[config.mk]
export PLATFORM = sky130hd
export DESIGN_NAME = diff_cyclic_shifter
export DESIGN_NICKNAME = d
export VERILOG_FILES = /design/src/rtl/dcs_pkg.sv /design/src/rtl/dcs_mod_sub.sv /design/src/rtl/dcs_barrel_rot.sv /design/src/rtl/dcs_shift_table.sv /design/src/rtl/diff_cyclic_shifter.sv
export SDC_FILE = /design/constraint.sdc
export NUM_CORES = 2
export LEC_CHECK = 0
export BUFFER_PORTS_ARGS = -buffer_cell sky130_fd_sc_hd__buf_2
export CORE_MARGIN = 3
export CORE_UTILIZATION = 50
export DETAILED_ROUTE_END_ITERATION = 8
export PLACE_DENSITY_LB_ADDON = 0.15
export SLEW_MARGIN = 20
export SYNTH_ARGS = -nofsm -noshare
export SYNTH_HDL_FRONTEND = slang
export SYNTH_SLANG_ARGS = --single-unit
[constraint.sdc]
create_clock -name clk -period 7.4 [get_ports clk]
set_clock_uncertainty 0.15 [all_clocks]
set_input_delay 1.48 -clock clk [delete_from_list [all_inputs] [get_ports clk]]
set_output_delay 1.48 -clock clk [all_outputs]
set_load 0.05 [all_outputs]
[src/rtl/dcs_pkg.sv]
package dcs_pkg;
    localparam int unsigned DEF_LANES = 42;
    localparam int unsigned DEF_LW    = 5;
    localparam int unsigned DEF_COLS  = 16;
endpackage

[src/rtl/dcs_mod_sub.sv]
module dcs_mod_sub #(
    parameter int unsigned LANES = dcs_pkg::DEF_LANES,
    parameter int unsigned SW    = $clog2(LANES)
) (
    input  logic [SW-1:0] a,
    input  logic [SW-1:0] b,
    output logic [SW-1:0] d
);
    localparam int unsigned EW = SW + 1;
    localparam logic [EW-1:0] MODV = EW'(LANES);

    logic [EW-1:0] ax, bx, wrap_sum;

    always_comb begin
        ax       = {1'b0, a};
        bx       = {1'b0, b};
        wrap_sum = ax + MODV - bx;
        if (ax >= bx) begin
            d = SW'(ax - bx);
        end else begin
            d = wrap_sum[SW-1:0];
        end
    end
endmodule

[src/rtl/dcs_barrel_rot.sv]
module dcs_barrel_rot #(
    parameter int unsigned LANES = dcs_pkg::DEF_LANES,
    parameter int unsigned LW    = dcs_pkg::DEF_LW,
    parameter int unsigned SW    = $clog2(LANES),
    parameter int unsigned DW    = LANES * LW
) (
    input  logic [DW-1:0] din,
    input  logic [SW-1:0] amt,
    output logic [DW-1:0] dout
);
    logic [SW:0][DW-1:0] stg;

    assign stg[0] = din;

    for (genvar s = 0; s < SW; s++) begin : g_stage
        logic [DW-1:0] rotated;
        for (genvar r = 0; r < LANES; r++) begin : g_lane
            localparam int unsigned SRC = (r + (1 << s)) % LANES;
            assign rotated[r*LW +: LW] = stg[s][SRC*LW +: LW];
        end
        assign stg[s+1] = amt[s] ? rotated : stg[s];
    end

    assign dout = stg[SW];
endmodule

[src/rtl/dcs_shift_table.sv]
module dcs_shift_table #(
    parameter int unsigned LANES = dcs_pkg::DEF_LANES,
    parameter int unsigned COLS  = dcs_pkg::DEF_COLS,
    parameter int unsigned SW    = $clog2(LANES),
    parameter int unsigned CW    = $clog2(COLS)
) (
    input  logic          clk,
    input  logic          rst_n,
    input  logic          clear,
    input  logic          wr_en,
    input  logic [CW-1:0] col,
    input  logic [SW-1:0] new_shift,
    output logic [SW-1:0] old_shift
);
    typedef struct packed {
        logic [COLS-1:0][SW-1:0] sh;
    } tbl_s;

    tbl_s tbl_d, tbl_q;

    always_comb begin
        tbl_d = tbl_q;
        if (clear) begin
            old_shift = '0;
            tbl_d.sh  = '0;
        end else begin
            old_shift = tbl_q.sh[col];
        end
        if (wr_en) begin
            tbl_d.sh[col] = new_shift;
        end
    end

    always_ff @(posedge clk) begin
        if (!rst_n) begin
            tbl_q <= '0;
        end else begin
            tbl_q <= tbl_d;
        end
    end
endmodule

[src/rtl/diff_cyclic_shifter.sv]
module diff_cyclic_shifter #(
    parameter int unsigned LANES = dcs_pkg::DEF_LANES,
    parameter int unsigned LW    = dcs_pkg::DEF_LW,
    parameter int unsigned COLS  = dcs_pkg::DEF_COLS,
    parameter int unsigned SW    = $clog2(LANES),
    parameter int unsigned CW    = $clog2(COLS),
    parameter int unsigned DW    = LANES * LW
) (
    input  logic          clk,
    input  logic          rst_n,
    input  logic          clear,
    input  logic          in_valid,
    input  logic [CW-1:0] in_col,
    input  logic [SW-1:0] in_shift,
    input  logic [DW-1:0] in_data,
    output logic          out_valid,
    output logic [DW-1:0] out_data
);
    typedef struct packed {
        logic          vld;
        logic [DW-1:0] data;
    } out_s;

    out_s st_d, st_q;

    logic [SW-1:0] old_shift;
    logic [SW-1:0] delta;
    logic [DW-1:0] rot_data;

    dcs_shift_table #(.LANES(LANES), .COLS(COLS), .SW(SW), .CW(CW)) u_tbl (
        .clk       (clk),
        .rst_n     (rst_n),
        .clear     (clear),
        .wr_en     (in_valid),
        .col       (in_col),
        .new_shift (in_shift),
        .old_shift (old_shift)
    );

    dcs_mod_sub #(.LANES(LANES), .SW(SW)) u_sub (
        .a (in_shift),
        .b (old_shift),
        .d (delta)
    );

    dcs_barrel_rot #(.LANES(LANES), .LW(LW), .SW(SW), .DW(DW)) u_rot (
        .din  (in_data),
        .amt  (delta),
        .dout (rot_data)
    );

    always_comb begin
        st_d     = st_q;
        st_d.vld = in_valid;
        if (in_valid) begin
            st_d.data = rot_data;
        end
    end

    always_ff @(posedge clk) begin
        if (!rst_n) begin
            st_q <= '0;
        end else begin
            st_q <= st_d;
        end
    end

    assign out_valid = st_q.vld;
    assign out_data  = st_q.data;
endmodule

==> flow_metrics.env <==
export IMPL_reg2reg_depth=19
export IMPL_nets=4677
export IMPL_vias=40790
export IMPL_netlist_area_sq_um=33360
export IMPL_coreArea_sq_um=65980
export IMPL_yosysMostFrequentCell="a21oi_1"
export IMPL_cts_path_max_buffers=3
export IMPL_post_cts_buffers=0
export IMPL_final_antenna_net_count=0
export IMPL_rrSetupSlack_ns=1.55
export IMPL_slew_headroom_pct=20.10
export IMPL_swShare_pct=51.69
export IMPL_grt_overflow_total=0
export IMPL_crit_chain="buf_2, mux4_2, nor2b_1, a211oi_1, a211o_1, inv_1, ha_1, inv_1, ha_1, inv_1, fa_4, buf_12, buf_4, mux4_2, nor2_1, o32ai_1, buf_4, o22ai_1, or2_1, o221ai_1"
export IMPL_std_cell_rows=94
export IMPL_arrival_ns=7.34
export IMPL_tightest_slew_ns=1.195
export IMPL_p_int_mw=4.613
export IMPL_place_inst=5268
export IMPL_rr_endpoint="out_data[19]$_SDFFE_PN0P_"
export IMPL_drive_above_1_share_pct=27.87
export IMPL_multi_input_area_sq_um=25180
export IMPL_insertion_delay_ns=0.58
export IMPL_tritoncts="yes"
export IMPL_path_max_fanout=58
export IMPL_yosys_area_top_type="dfxtp_1"
export IMPL_cpPeakStageDelay_ns=0.96
export IMPL_hp_start="out_data[94]$_SDFFE_PN0P_"
export IMPL_routed_wl_um=184400
export IMPL_peakVddDrop_mv=0.2033
export IMPL_cpMostUsedCell="inv_1"
export IMPL_initial_core_util_pct=50.57
export IMPL_cp_data_required_time_ns=7.77
export IMPL_fin_total_pwr_mw=9.549
export IMPL_yosys_warnings=0
export IMPL_die_h_um=264.3
export IMPL_hold_viol_final=0
export IMPL_fin_ws_ns=0.4339
export IMPL_r2r_start="u_tbl.tbl_q[19]$_SDFF_PN0_"
export IMPL_placed_area_sq_um=38110
export IMPL_die_x_um=264.3
export IMPL_pin_count=435
export IMPL_finalSetupViolations=0
export IMPL_slew_violations=0
export IMPL_grt_pass1_vias=36410
export IMPL_portBuffers=434
export IMPL_post_route_drc_count=0
export IMPL_rsz0062_at_grt="false"
export IMPL_max_freq_ghz=0.1436
export IMPL_seqCellArea_sq_um=6146
export IMPL_period_minus_slack_ns=6.966
export IMPL_ys_seq_elements=307
export IMPL_grt_antenna_before_repair=27
export IMPL_synthTopCellsByArea="dfxtp_1 18%, mux4_2 16%, a21oi_1 7.7%"
export IMPL_syn_to_final_growth_pct=17.30
export IMPL_min_path_cells=2
export IMPL_wl_per_cell_um=34.52
export IMPL_whs_ns=0.3427
export IMPL_grt_pass1_wl_um=260700
export IMPL_critical_path_class="in -> reg"
export IMPL_cts_resized=0
export IMPL_synth_cells=4094
export IMPL_drv_cap=0
export IMPL_dr_pass1_iters=7
export IMPL_holdPathEnd="out_data[94]$_SDFFE_PN0P_"
export IMPL_holdBufCountCts=0
export IMPL_dieArea_sq_um=69870
export IMPL_cts_sinks=307
export IMPL_status="finished, final reports clean"
export IMPL_async_flop_share_pct=0
export IMPL_n_fill_cell=5980
export IMPL_p_per_area_nw_per_um2=244.0
export IMPL_ys_types=50
export IMPL_cts_max_level=1
export IMPL_synthTopCellsByCount="511 x a21oi_1, 318 x clkbuf_1, 307 x dfxtp_1, 291 x o221ai_1, 258 x o22ai_1"
export IMPL_period_share_pct=94.14
export IMPL_switchingPower_mw=4.936
export IMPL_clockRootBuffer="clkbuf_16"
export IMPL_synth_edff_count=0
export IMPL_critPathSlowestCell="fa_4"
export IMPL_power_leakage_nw=14.16
export IMPL_ys_seq_area_share_pct=18.42
export IMPL_final_core_utilization_pct=59.32
export IMPL_cp_end_kind="register"
export IMPL_hold_path_class="reg -> reg"
export IMPL_post_drt_via_cell_ratio=7.638
export IMPL_place_gp_congestion=1.150
export IMPL_path_delay_family="compound AO/OA/AOI/OAI gates"
export IMPL_clkTransAtPathRegs_ns=0.07
export IMPL_drtIter0Drc=7175
export IMPL_synth_ff_type="dfxtp_1"
export IMPL_cts_buffers=30
export IMPL_synth_avg_cell_area_sq_um=8.150
export IMPL_place_hpwl_um=141500
export IMPL_comb_power_share_pct=61.5
export IMPL_pwr_share_clk_pct=16.2
export IMPL_preCtsSetupSlack_ns=0.1496
export IMPL_seq_power_share_pct=22.3
export IMPL_synth_top_area_share_pct=18.42
export IMPL_tns_ns=0
export IMPL_crit_buf_inv=7
export IMPL_postLayoutCellArea_sq_um=39140
export IMPL_layout_cells_non_filler=5340
export IMPL_grt_max_degree=166
export IMPL_synth_net_count=4335
export IMPL_track_usage_pct=50.20
export IMPL_setup_worst_path_start_class="input port"
area by class of cell:
| cell class | instances | share of cell area, % |
|---|---|---|
| multi-input cells | 3272 | 64.33 |
| inverters | 15 | 0.1439 |
| repair buffers | 810 | 14.49 |
| clock buffers | 37 | 2.062 |
| clock inverters | 19 | 0.3964 |
| flip-flops and latches | 307 | 15.70 |
| diodes | 16 | 0.1023 |
| well taps | 864 | 2.762 |
layer usage:
metal	track usage (%)	routed length, um	vias to the layer above
li1	-	-	16880
met1	64.34	65960	19700
met2	70.50	74210	3425
met3	18.06	27390	772
met4	34.27	16640	18
met5	0	158	-
how the worst max path moves through the flow:
stage / start / end / cells after the start
2_1_floorplan: in_col[0] / out_data[186]$_SDFFE_PN0P_ / 18
3_3_place_gp: in_col[0] / out_data[19]$_SDFFE_PN0P_ / 20
3_5_place_dp: in_col[0] / out_data[19]$_SDFFE_PN0P_ / 20
4_1_cts: in_col[0] / out_data[19]$_SDFFE_PN0P_ / 20
5_1_grt: in_col[0] / out_data[19]$_SDFFE_PN0P_ / 20
6_report: in_col[0] / out_data[19]$_SDFFE_PN0P_ / 20
power groups by stage:
| stage | combinational, mW | sequential, mW | clock (mW) |
|---|---|---|---|
| CTS | 5.60 | 2.10 | 1.54 |
| finish | 5.88 | 2.13 | 1.55 |
| global route | 5.96 | 2.12 | 1.60 |
| global placement | 5.57 | 2.14 | 0 |
| detailed placement | 5.58 | 2.14 | 0 |
| floorplan | 2.58 | 2.79 | 0 |
cells by family (layout without fill, tap and decap cells):
group / after synthesis / count (layout) / share of synthesized area, %
multiplexers: 240 / 240 / 16.13
flip-flops: 307 / 307 / 18.42
AO/OA/AOI/OAI: 1587 / 1587 / 34.28
AND/OR/NAND/NOR: 1424 / 1424 / 23.78
adder cells (fa/ha/maj): 17 / 17 / 0.7275
other: 0 / 16 / 0
XOR/XNOR: 4 / 4 / 0.1050
buffers and inverters: 515 / 881 / 6.563
placed cells by master, fill, tap and decap left out, types with 5 or more instances in the layout:
cell type and instances:
nand2_1 220, nand2b_1 216, nand3_1 5, o32ai_2 123, clkbuf_16 30, nor2_1 217, nor3_1 215, buf_2 432
nor2b_1 95, clkinv_2 11, a21boi_0 7, o21ai_0 212, o32ai_1 87, a21oi_1 511, inv_1 15, buf_4 323
nor3b_1 90, ha_1 12, mux4_2 238, o221ai_1 291, diode_2 16, or2_1 122, buf_12 53, o22a_1 81
nand3b_1 217, or2_0 7, o22ai_1 258, dfxtp_1 307
worst register-to-register path, cell delays in order (launching register included):
cell and delay, ns:
dfxtp_1 0.31, mux4_2 0.46, nor2b_1 0.15, a211oi_1 0.28
a211o_1 0.18, inv_1 0.08, ha_1 0.31, inv_1 0.07
ha_1 0.15, inv_1 0.06, fa_4 0.96, buf_12 0.33
buf_4 0.26, mux4_2 0.27, nor2_1 0.07, o32ai_1 0.78
buf_4 0.33, o22ai_1 0.10, or2_1 0.29, o221ai_1 0.20
state kept, by name, indices dropped and copies added (netlist names):
register / flops
out_data: 210
u_tbl.tbl_q: 96
out_valid: 1
Power figures use the tool's default switching activity.
